==> src/rtl/dram_timing_pkg.sv <==
package dram_timing_pkg;
  localparam int CMD_W = 3;

  typedef enum logic [CMD_W-1:0] {
    CMD_PRE  = 3'd0,
    CMD_ACT  = 3'd1,
    CMD_RD   = 3'd2,
    CMD_WR   = 3'd3,
    CMD_REF  = 3'd4,
    CMD_PREA = 3'd5
  } cmd_e;
endpackage

==> src/rtl/dram_bank_state.sv <==
// Per-bank open row and the three countdowns gating activate, column and precharge.
module dram_bank_state #(
  parameter int TW     = 8,
  parameter int ROW_W  = 14,
  parameter int T_RCD  = 11,
  parameter int T_RP   = 11,
  parameter int T_RAS  = 28,
  parameter int T_RC   = 39,
  parameter int T_RTP  = 6,
  parameter int T_WPRE = 21
) (
  input  logic             clk,
  input  logic             rst,
  input  logic             do_act,
  input  logic             do_rd,
  input  logic             do_wr,
  input  logic             do_pre,
  input  logic [ROW_W-1:0] row_in,
  output logic             is_open,
  output logic [ROW_W-1:0] row_q,
  output logic             act_rdy,
  output logic             col_rdy,
  output logic             pre_rdy
);
  localparam logic [TW-1:0] L_RCD  = TW'(T_RCD - 1);
  localparam logic [TW-1:0] L_RP   = TW'(T_RP - 1);
  localparam logic [TW-1:0] L_RAS  = TW'(T_RAS - 1);
  localparam logic [TW-1:0] L_RC   = TW'(T_RC - 1);
  localparam logic [TW-1:0] L_RTP  = TW'(T_RTP - 1);
  localparam logic [TW-1:0] L_WPRE = TW'(T_WPRE - 1);

  function automatic logic [TW-1:0] tmr_next(input logic [TW-1:0] cur,
                                             input logic ld,
                                             input logic [TW-1:0] val);
    logic [TW-1:0] dec;
    dec = (cur != '0) ? cur - 1'b1 : '0;
    return (ld && (val > dec)) ? val : dec;
  endfunction

  logic [TW-1:0] act_t, col_t, pre_t;
  logic          close_now;
  logic [TW-1:0] act_val, pre_val;

  assign close_now = do_pre & is_open;
  assign act_val   = do_act ? L_RC : L_RP;
  assign pre_val   = do_act ? L_RAS : (do_wr ? L_WPRE : L_RTP);

  always_ff @(posedge clk) begin
    if (rst) begin
      act_t   <= '0;
      col_t   <= '0;
      pre_t   <= '0;
      is_open <= 1'b0;
      row_q   <= '0;
    end else begin
      act_t <= tmr_next(act_t, do_act | close_now, act_val);
      col_t <= tmr_next(col_t, do_act, L_RCD);
      pre_t <= tmr_next(pre_t, do_act | do_rd | do_wr, pre_val);
      if (do_act) begin
        is_open <= 1'b1;
        row_q   <= row_in;
      end else if (do_pre) begin
        is_open <= 1'b0;
      end
    end
  end

  assign act_rdy = (act_t == '0);
  assign col_rdy = (col_t == '0);
  assign pre_rdy = (pre_t == '0);
endmodule

==> src/rtl/dram_act_window.sv <==
// Rank-wide activate spacing plus a rolling window of recent activates.
module dram_act_window #(
  parameter int TW       = 8,
  parameter int T_RRD    = 5,
  parameter int T_FAW    = 32,
  parameter int WIN_ACTS = 4
) (
  input  logic clk,
  input  logic rst,
  input  logic act_go,
  output logic act_rdy
);
  localparam int SW = (WIN_ACTS > 1) ? $clog2(WIN_ACTS) : 1;
  localparam int CW = $clog2(WIN_ACTS + 1);
  localparam logic [TW-1:0] L_RRD = TW'(T_RRD - 1);
  localparam logic [TW-1:0] L_FAW = TW'(T_FAW - 1);

  logic [TW-1:0] rrd_t;
  logic [TW-1:0] slot_t [WIN_ACTS];
  logic [SW-1:0] free_idx;
  logic [CW-1:0] busy_cnt;

  always_comb begin
    free_idx = '0;
    busy_cnt = '0;
    for (int i = WIN_ACTS - 1; i >= 0; i--) begin
      if (slot_t[i] == '0) free_idx = SW'(i);
      else                 busy_cnt = busy_cnt + 1'b1;
    end
  end

  always_ff @(posedge clk) begin
    if (rst)              rrd_t <= '0;
    else if (act_go)      rrd_t <= L_RRD;
    else if (rrd_t != '0) rrd_t <= rrd_t - 1'b1;
  end

  for (genvar g = 0; g < WIN_ACTS; g++) begin : g_slot
    always_ff @(posedge clk) begin
      if (rst)                                  slot_t[g] <= '0;
      else if (act_go && (free_idx == SW'(g))) slot_t[g] <= L_FAW;
      else if (slot_t[g] != '0)                 slot_t[g] <= slot_t[g] - 1'b1;
    end
  end

  assign act_rdy = (rrd_t == '0) && (busy_cnt < CW'(WIN_ACTS));
endmodule

==> src/rtl/dram_col_spacing.sv <==
// Column-to-column spacing and the two data bus turnarounds.
module dram_col_spacing #(
  parameter int TW    = 8,
  parameter int T_CCD = 4,
  parameter int T_W2R = 15,
  parameter int T_R2W = 12
) (
  input  logic clk,
  input  logic rst,
  input  logic rd_go,
  input  logic wr_go,
  output logic rd_rdy,
  output logic wr_rdy
);
  localparam logic [TW-1:0] L_CCD = TW'(T_CCD - 1);
  localparam logic [TW-1:0] L_W2R = TW'(T_W2R - 1);
  localparam logic [TW-1:0] L_R2W = TW'(T_R2W - 1);

  logic [TW-1:0] ccd_t, w2r_t, r2w_t;

  always_ff @(posedge clk) begin
    if (rst) begin
      ccd_t <= '0;
      w2r_t <= '0;
      r2w_t <= '0;
    end else begin
      if (rd_go | wr_go)    ccd_t <= L_CCD;
      else if (ccd_t != '0) ccd_t <= ccd_t - 1'b1;
      if (wr_go)            w2r_t <= L_W2R;
      else if (w2r_t != '0) w2r_t <= w2r_t - 1'b1;
      if (rd_go)            r2w_t <= L_R2W;
      else if (r2w_t != '0) r2w_t <= r2w_t - 1'b1;
    end
  end

  assign rd_rdy = (ccd_t == '0) && (w2r_t == '0);
  assign wr_rdy = (ccd_t == '0) && (r2w_t == '0);
endmodule

==> src/rtl/dram_rank_timer.sv <==
// Legality checker for commands to one DRAM rank.
module dram_rank_timer
  import dram_timing_pkg::*;
#(
  parameter int NB       = 8,
  parameter int ROW_W    = 14,
  parameter int TW       = 8,
  parameter int T_RCD    = 11,
  parameter int T_RP     = 11,
  parameter int T_CAS    = 11,
  parameter int T_RAS    = 28,
  parameter int T_RC     = 39,
  parameter int T_RRD    = 5,
  parameter int T_FAW    = 32,
  parameter int FAW_ACTS = 4,
  parameter int T_WR     = 12,
  parameter int T_WTR    = 6,
  parameter int T_RTP    = 6,
  parameter int T_CCD    = 4,
  parameter int T_RFC    = 128,
  parameter int T_REFI   = 6240,
  parameter int T_CWD    = 5,
  parameter int T_RTRS   = 2,
  parameter int T_BURST  = 4,
  localparam int BANK_W  = (NB > 1) ? $clog2(NB) : 1
) (
  input  logic                  clk,
  input  logic                  rst,
  input  logic [CMD_W-1:0]      req_cmd,
  input  logic [BANK_W-1:0]     req_bank,
  input  logic [ROW_W-1:0]      req_row,
  input  logic                  issue,
  output logic                  legal,
  output logic [NB-1:0]         bank_open,
  output logic [NB*ROW_W-1:0]   open_row,
  output logic                  refresh_due
);
  localparam int REFI_W = $clog2(T_REFI + 1);
  localparam int T_WPRE = T_CWD + T_BURST + T_WR;
  localparam int T_W2R  = T_CWD + T_BURST + T_WTR;
  localparam int T_R2W  = T_CAS + T_BURST + T_RTRS - T_CWD;
  localparam logic [TW-1:0]     L_RFC  = TW'(T_RFC - 1);
  localparam logic [REFI_W-1:0] L_REFI = REFI_W'(T_REFI - 1);

  logic             go;
  logic             is_pre, is_act, is_rd, is_wr, is_ref, is_prea;
  logic [NB-1:0]    b_act_rdy, b_col_rdy, b_pre_rdy, b_open;
  logic [ROW_W-1:0] row_arr [NB];
  logic             win_rdy, rd_rdy, wr_rdy;
  logic [TW-1:0]    rfc_t;
  logic [REFI_W-1:0] refi_cnt;
  logic             bank_ok, sel_open, row_hit, cmd_ok;

  assign go      = issue & legal;
  assign is_pre  = (req_cmd == CMD_PRE);
  assign is_act  = (req_cmd == CMD_ACT);
  assign is_rd   = (req_cmd == CMD_RD);
  assign is_wr   = (req_cmd == CMD_WR);
  assign is_ref  = (req_cmd == CMD_REF);
  assign is_prea = (req_cmd == CMD_PREA);

  for (genvar g = 0; g < NB; g++) begin : g_bank
    logic hit;
    assign hit = (req_bank == BANK_W'(g));
    dram_bank_state #(
      .TW(TW), .ROW_W(ROW_W), .T_RCD(T_RCD), .T_RP(T_RP), .T_RAS(T_RAS),
      .T_RC(T_RC), .T_RTP(T_RTP), .T_WPRE(T_WPRE)
    ) u_bank (
      .clk    (clk),
      .rst    (rst),
      .do_act (go & is_act & hit),
      .do_rd  (go & is_rd & hit),
      .do_wr  (go & is_wr & hit),
      .do_pre (go & ((is_pre & hit) | is_prea)),
      .row_in (req_row),
      .is_open(b_open[g]),
      .row_q  (row_arr[g]),
      .act_rdy(b_act_rdy[g]),
      .col_rdy(b_col_rdy[g]),
      .pre_rdy(b_pre_rdy[g])
    );
    assign open_row[g*ROW_W +: ROW_W] = row_arr[g];
  end

  dram_act_window #(
    .TW(TW), .T_RRD(T_RRD), .T_FAW(T_FAW), .WIN_ACTS(FAW_ACTS)
  ) u_win (
    .clk    (clk),
    .rst    (rst),
    .act_go (go & is_act),
    .act_rdy(win_rdy)
  );

  dram_col_spacing #(
    .TW(TW), .T_CCD(T_CCD), .T_W2R(T_W2R), .T_R2W(T_R2W)
  ) u_col (
    .clk   (clk),
    .rst   (rst),
    .rd_go (go & is_rd),
    .wr_go (go & is_wr),
    .rd_rdy(rd_rdy),
    .wr_rdy(wr_rdy)
  );

  // Refresh busy window and refresh interval.
  always_ff @(posedge clk) begin
    if (rst) begin
      rfc_t    <= '0;
      refi_cnt <= L_REFI;
    end else begin
      if (go && is_ref)        rfc_t <= L_RFC;
      else if (rfc_t != '0)    rfc_t <= rfc_t - 1'b1;
      if (go && is_ref)        refi_cnt <= L_REFI;
      else if (refi_cnt != '0) refi_cnt <= refi_cnt - 1'b1;
    end
  end

  assign bank_ok  = (int'(req_bank) < NB);
  assign sel_open = bank_ok && b_open[req_bank];
  assign row_hit  = bank_ok && (row_arr[req_bank] == req_row);

  always_comb begin
    case (req_cmd)
      CMD_ACT:  cmd_ok = bank_ok && !sel_open && b_act_rdy[req_bank] && win_rdy;
      CMD_RD:   cmd_ok = sel_open && row_hit && b_col_rdy[req_bank] && rd_rdy;
      CMD_WR:   cmd_ok = sel_open && row_hit && b_col_rdy[req_bank] && wr_rdy;
      CMD_PRE:  cmd_ok = bank_ok && (!sel_open || b_pre_rdy[req_bank]);
      CMD_PREA: cmd_ok = &(~b_open | b_pre_rdy);
      CMD_REF:  cmd_ok = (b_open == '0) && (&b_act_rdy);
      default:  cmd_ok = 1'b0;
    endcase
  end

  assign legal       = (rfc_t == '0) && cmd_ok;
  assign bank_open   = b_open;
  assign refresh_due = (refi_cnt == '0);
endmodule

==> config.mk <==
export PLATFORM = sky130hd
export DESIGN_NAME = dram_rank_timer
export DESIGN_NICKNAME = d
export VERILOG_FILES = /design/src/rtl/dram_timing_pkg.sv /design/src/rtl/dram_bank_state.sv /design/src/rtl/dram_act_window.sv /design/src/rtl/dram_col_spacing.sv /design/src/rtl/dram_rank_timer.sv
export SDC_FILE = /design/constraint.sdc
export NUM_CORES = 1
export LEC_CHECK = 0
export ABC_AREA = 1
export BUFFER_PORTS_ARGS = -buffer_cell sky130_fd_sc_hd__buf_4
export CORE_UTILIZATION = 65
export DETAILED_ROUTE_END_ITERATION = 12
export PLACE_DENSITY = 0.84
export SLEW_MARGIN = 30
export SYNTH_ARGS = -nofsm -noshare
export SYNTH_HDL_FRONTEND = slang
export SYNTH_HIERARCHICAL = 1
export SYNTH_SLANG_ARGS = --single-unit
==> constraint.sdc <==
create_clock -name clk -period 9.4 [get_ports clk]
set_input_delay 2.82 -clock clk [delete_from_list [all_inputs] [get_ports clk]]
set_output_delay 2.82 -clock clk [all_outputs]
set_load 0.05 [all_outputs]
==> flow_metrics.py <==
metrics = {
    "synth": {
        "syn_area_mm2": 0.0253,
        "synth-seq-cells": 397,
        "synth_warnings": 6,
        "synth_top_family_by_area": "simple AND/OR/NAND/NOR gates",
        "synth_cell_type_count": 51,
        "synth-compound-area-share_pct": 9.61,
        "netlist_instances": 3750,
        "post_synth.cell_area_avg_um2": 6.76,
        "synth-simple-area-share_pct": 40.0,
        "yosysSeqAreaShare_pct": 32.6,
        "synth_nets": 3890,
        "synthTopCellsByArea": "dfxtp_1 (29%), nand2_1 (11%), nor2_1 (9.4%)",
        "synth_top_area_share_pct": 28.8,
        "synthMuxAreaShare_pct": 0,
        "synth_fa_ha_area_share_pct": 5.78,
        "synth_xor_area_share_pct": 1.66,
        "synth_top_cell_by_area": "dfxtp_1",
    },
    "drt": {
        "vias_per_cell": 5.49,
        "drt-total-wl_um": 72000,
        "ant_nets": 0,
        "wl_met2_um": 30900,
        "vias": 24300,
        "drtIter0Drc": 2189,
        "routedWlPerCell_um": 16.3,
        "dr_wl_met3_um": 7740,
        "highest_layer": "met4",
        "met1_length_um": 28700,
        "firstDrtPassIters": 6,
        "drc": 0,
    },
    "pwr": {
        "max-vdd-ir-drop_v": 0.000253,
        "leakagePower_nw": 14.0,
        "p_per_area_mw_per_mm2": 353,
    },
    "worst_setup_path": {
        "crit_path_max_incr_delay_ps": 830,
        "crit_top_cell": "nand2_1",
        "critPathMaxFanout": 30,
        "worstPathRequired_ps": 6580,
        "r2r_start": "u_win/slot_t[2][0]",
        "crit_buf_inv": 3,
        "r2r_cells": 29,
        "cpLargestDelayFamily": "buffers and inverters",
        "cp-end-kind": "primary output",
        "worstReg2RegEnd": "g_bank[3].u_bank/pre_t[4]",
        "path_class": "in -> out",
        "cp_slowest_cell": "clkinv_1",
        "path_cells": "buf_4, clkinv_1, a21oi_1, nand3_1, nand3_1, nand2_1, nor2_1, nand2_1, nor2_1, nand2_1, a21boi_0, buf_4",
        "arrival_ps": 5790,
        "start_kind": "input pin",
        "reg2reg_slack_ps": 3920,
    },
    "hold_path": {
        "min_from": "u_win/rrd_t[0]",
        "holdPathStages": 1,
        "hold_end": "u_win/rrd_t[0]",
        "hold_class": "reg -> reg",
    },
    "die": {
        "placementRows": 71,
        "die_height_um": 199,
        "die_x_um": 199,
        "coreArea_mm2": 0.0380,
        "initial_utilization_pct": 66.7,
        "boundaryPins": 145,
        "fp.dieArea_mm2": 0.0398,
    },
    "grt": {
        "track_usage_pct": 36.7,
        "overflow": 0,
        "grt_max_degree": 48,
        "grt_pass1_vias": 22900,
        "antenna_found_initial": 0,
        "grt_pass1_wl_um": 115000,
    },
    "final_layout": {
        "area_growth_pct": 12.1,
        "fillers": 3063,
        "drive_gt1_share_pct": 16.9,
        "regArea_mm2": 0.00827,
        "multiInputGateArea_mm2": 0.0145,
        "utilization_pct": 74.7,
        "diodes": 0,
        "nets": 4021,
    },
    "placed_design": {
        "hpwlAfterDp_um": 52300,
        "io_buffers": 144,
        "pre_cts_slack_ps": 1060,
        "place_congestion": 1.03,
    },
    "clocking": {
        "post_cts_buffers": 0,
        "cts_resized": 0,
        "clk_latency_ps": 590,
        "hold_buffers": 0,
        "cts_tree": "built",
        "clk_path_buf_depth": 3,
        "cts_sinks": 397,
        "htree_num_levels": 2,
        "cts.clk_slew.worst_paths_ps": 60,
        "root_buffer": "clkbuf_16",
        "numCtsBuffers": 44,
    },
    "sta": {
        "max_freq_ghz": 0.116,
        "hold_violations": 0,
        "drv_slew": 0,
        "finalSetupViolCount": 0,
        "tightest_slew_ps": 968,
        "maxSlewHeadroom_pct": 35.1,
        "fin_crit_ps": 8610,
        "rsz0062_at_grt": "false",
        "setup_ws_ps": 792,
        "post-route-period-util_pct": 91.6,
        "skew_ps": 26.8,
        "hold_slack_ps": 461,
        "tns_ps": 0,
    },
    "run_status": {
        "status": "completed",
    },
    "run": {
        "cap_violations": 0,
    },
}
==> stage by stage <==
step,cells,instance area [µm²],power [mW]
after floorplan,3750,25300,7.08
after global placement,4346,26800,7.93
after detailed placement,4346,26800,8.09
after CTS,4426,28400,10.0
after global routing,4426,28400,11.0
final,4426,28400,10.0
==> final cells by class <==
cell class	count	share of cell area, %
clock buffers	62	4.59
repair buffers	161	4.26
inverters	598	7.91
multi-input cells	2679	51.0
flip-flops and latches	397	29.1
clock inverters	18	0.925
well taps	511	2.25
==> state kept, by name, indices dropped and copies added (netlist names), 13 cells and up <==
signal,flops
g_bank.u_bank/row_q,112
refi_cnt,13
g_bank.u_bank/pre_t,64
g_bank.u_bank/act_t,64
g_bank.u_bank/col_t,64
u_win/slot_t,32
==> cell usage after synthesis, drive strengths merged <==
cell / instances
a21boi: 1
a21oi: 166
a221oi: 1
a22oi: 1
a31oi: 10
and2: 8
buf: 50
clkbuf: 26
clkinv: 2
dfxtp: 365
edfxtp: 32
ha: 117
inv: 596
nand2: 878
nand3: 274
nand3b: 16
nand4: 59
nor2: 739
nor3: 75
nor3b: 3
nor4: 3
o211ai: 1
o21ai: 251
o21bai: 10
o22a: 8
o22ai: 3
or2: 7
xnor2: 14
xor2: 34
==> where the power goes <==
part / switching, mW / leakage (nW) / internal (mW)
clock network: 0.722 / 0.763 / 1.13
registers: 0.367 / 3.36 / 2.20
logic: 3.63 / 9.92 / 1.98
==> how the worst max path moves through the flow <==
stage	start	to	slack, ps	cells past startpoint
final	req_bank[2]	legal	790	12
after global routing	req_bank[0]	legal	740	16
after CTS	req_bank[0]	legal	1040	16
after detailed placement	req_bank[0]	legal	1060	16
after global placement	req_bank[0]	legal	1020	16
after floorplan	req_bank[1]	legal	1560	11
==> cells in the final DEF (no fill, tap or decap), types with 10 or more instances in the layout <==
cell type    n
clkbuf_16   47
nand2_4     20
inv_1      540
nor2_4      37
nor2_2      56
buf_4      161
a21oi_2     10
nand3_2     38
nand3_1    227
nor3_2      45
a31oi_1     10
edfxtp_1    32
nand2_2    108
nor3_1      21
xnor2_1     14
dfxtp_1    365
ha_1       117
nor2_8      10
o21ai_0    196
nand2_1    750
a21oi_1    155
o21ai_1     47
xor2_1      34
nand3b_1    16
nand4_1     50
nor2_1     636
inv_2       54
==> layer usage <==
| layer | GRT usage, % | vias up |
|---|---|---|
| li1 | - | 12100 |
| met1 | 45.9 | 10900 |
| met2 | 56.9 | 1039 |
| met3 | 8.96 | 262 |
| met4 | 22.3 | 0 |
| met5 | 0 | - |
==> cells by family after synthesis <==
logic type / after synthesis
AO/OA/AOI/OAI: 452
flip-flops: 397
AND/OR/NAND/NOR: 2062
XOR/XNOR: 48
buffers and inverters: 674
adder cells (fa/ha/maj): 117
Power figures use the tool's default switching activity.
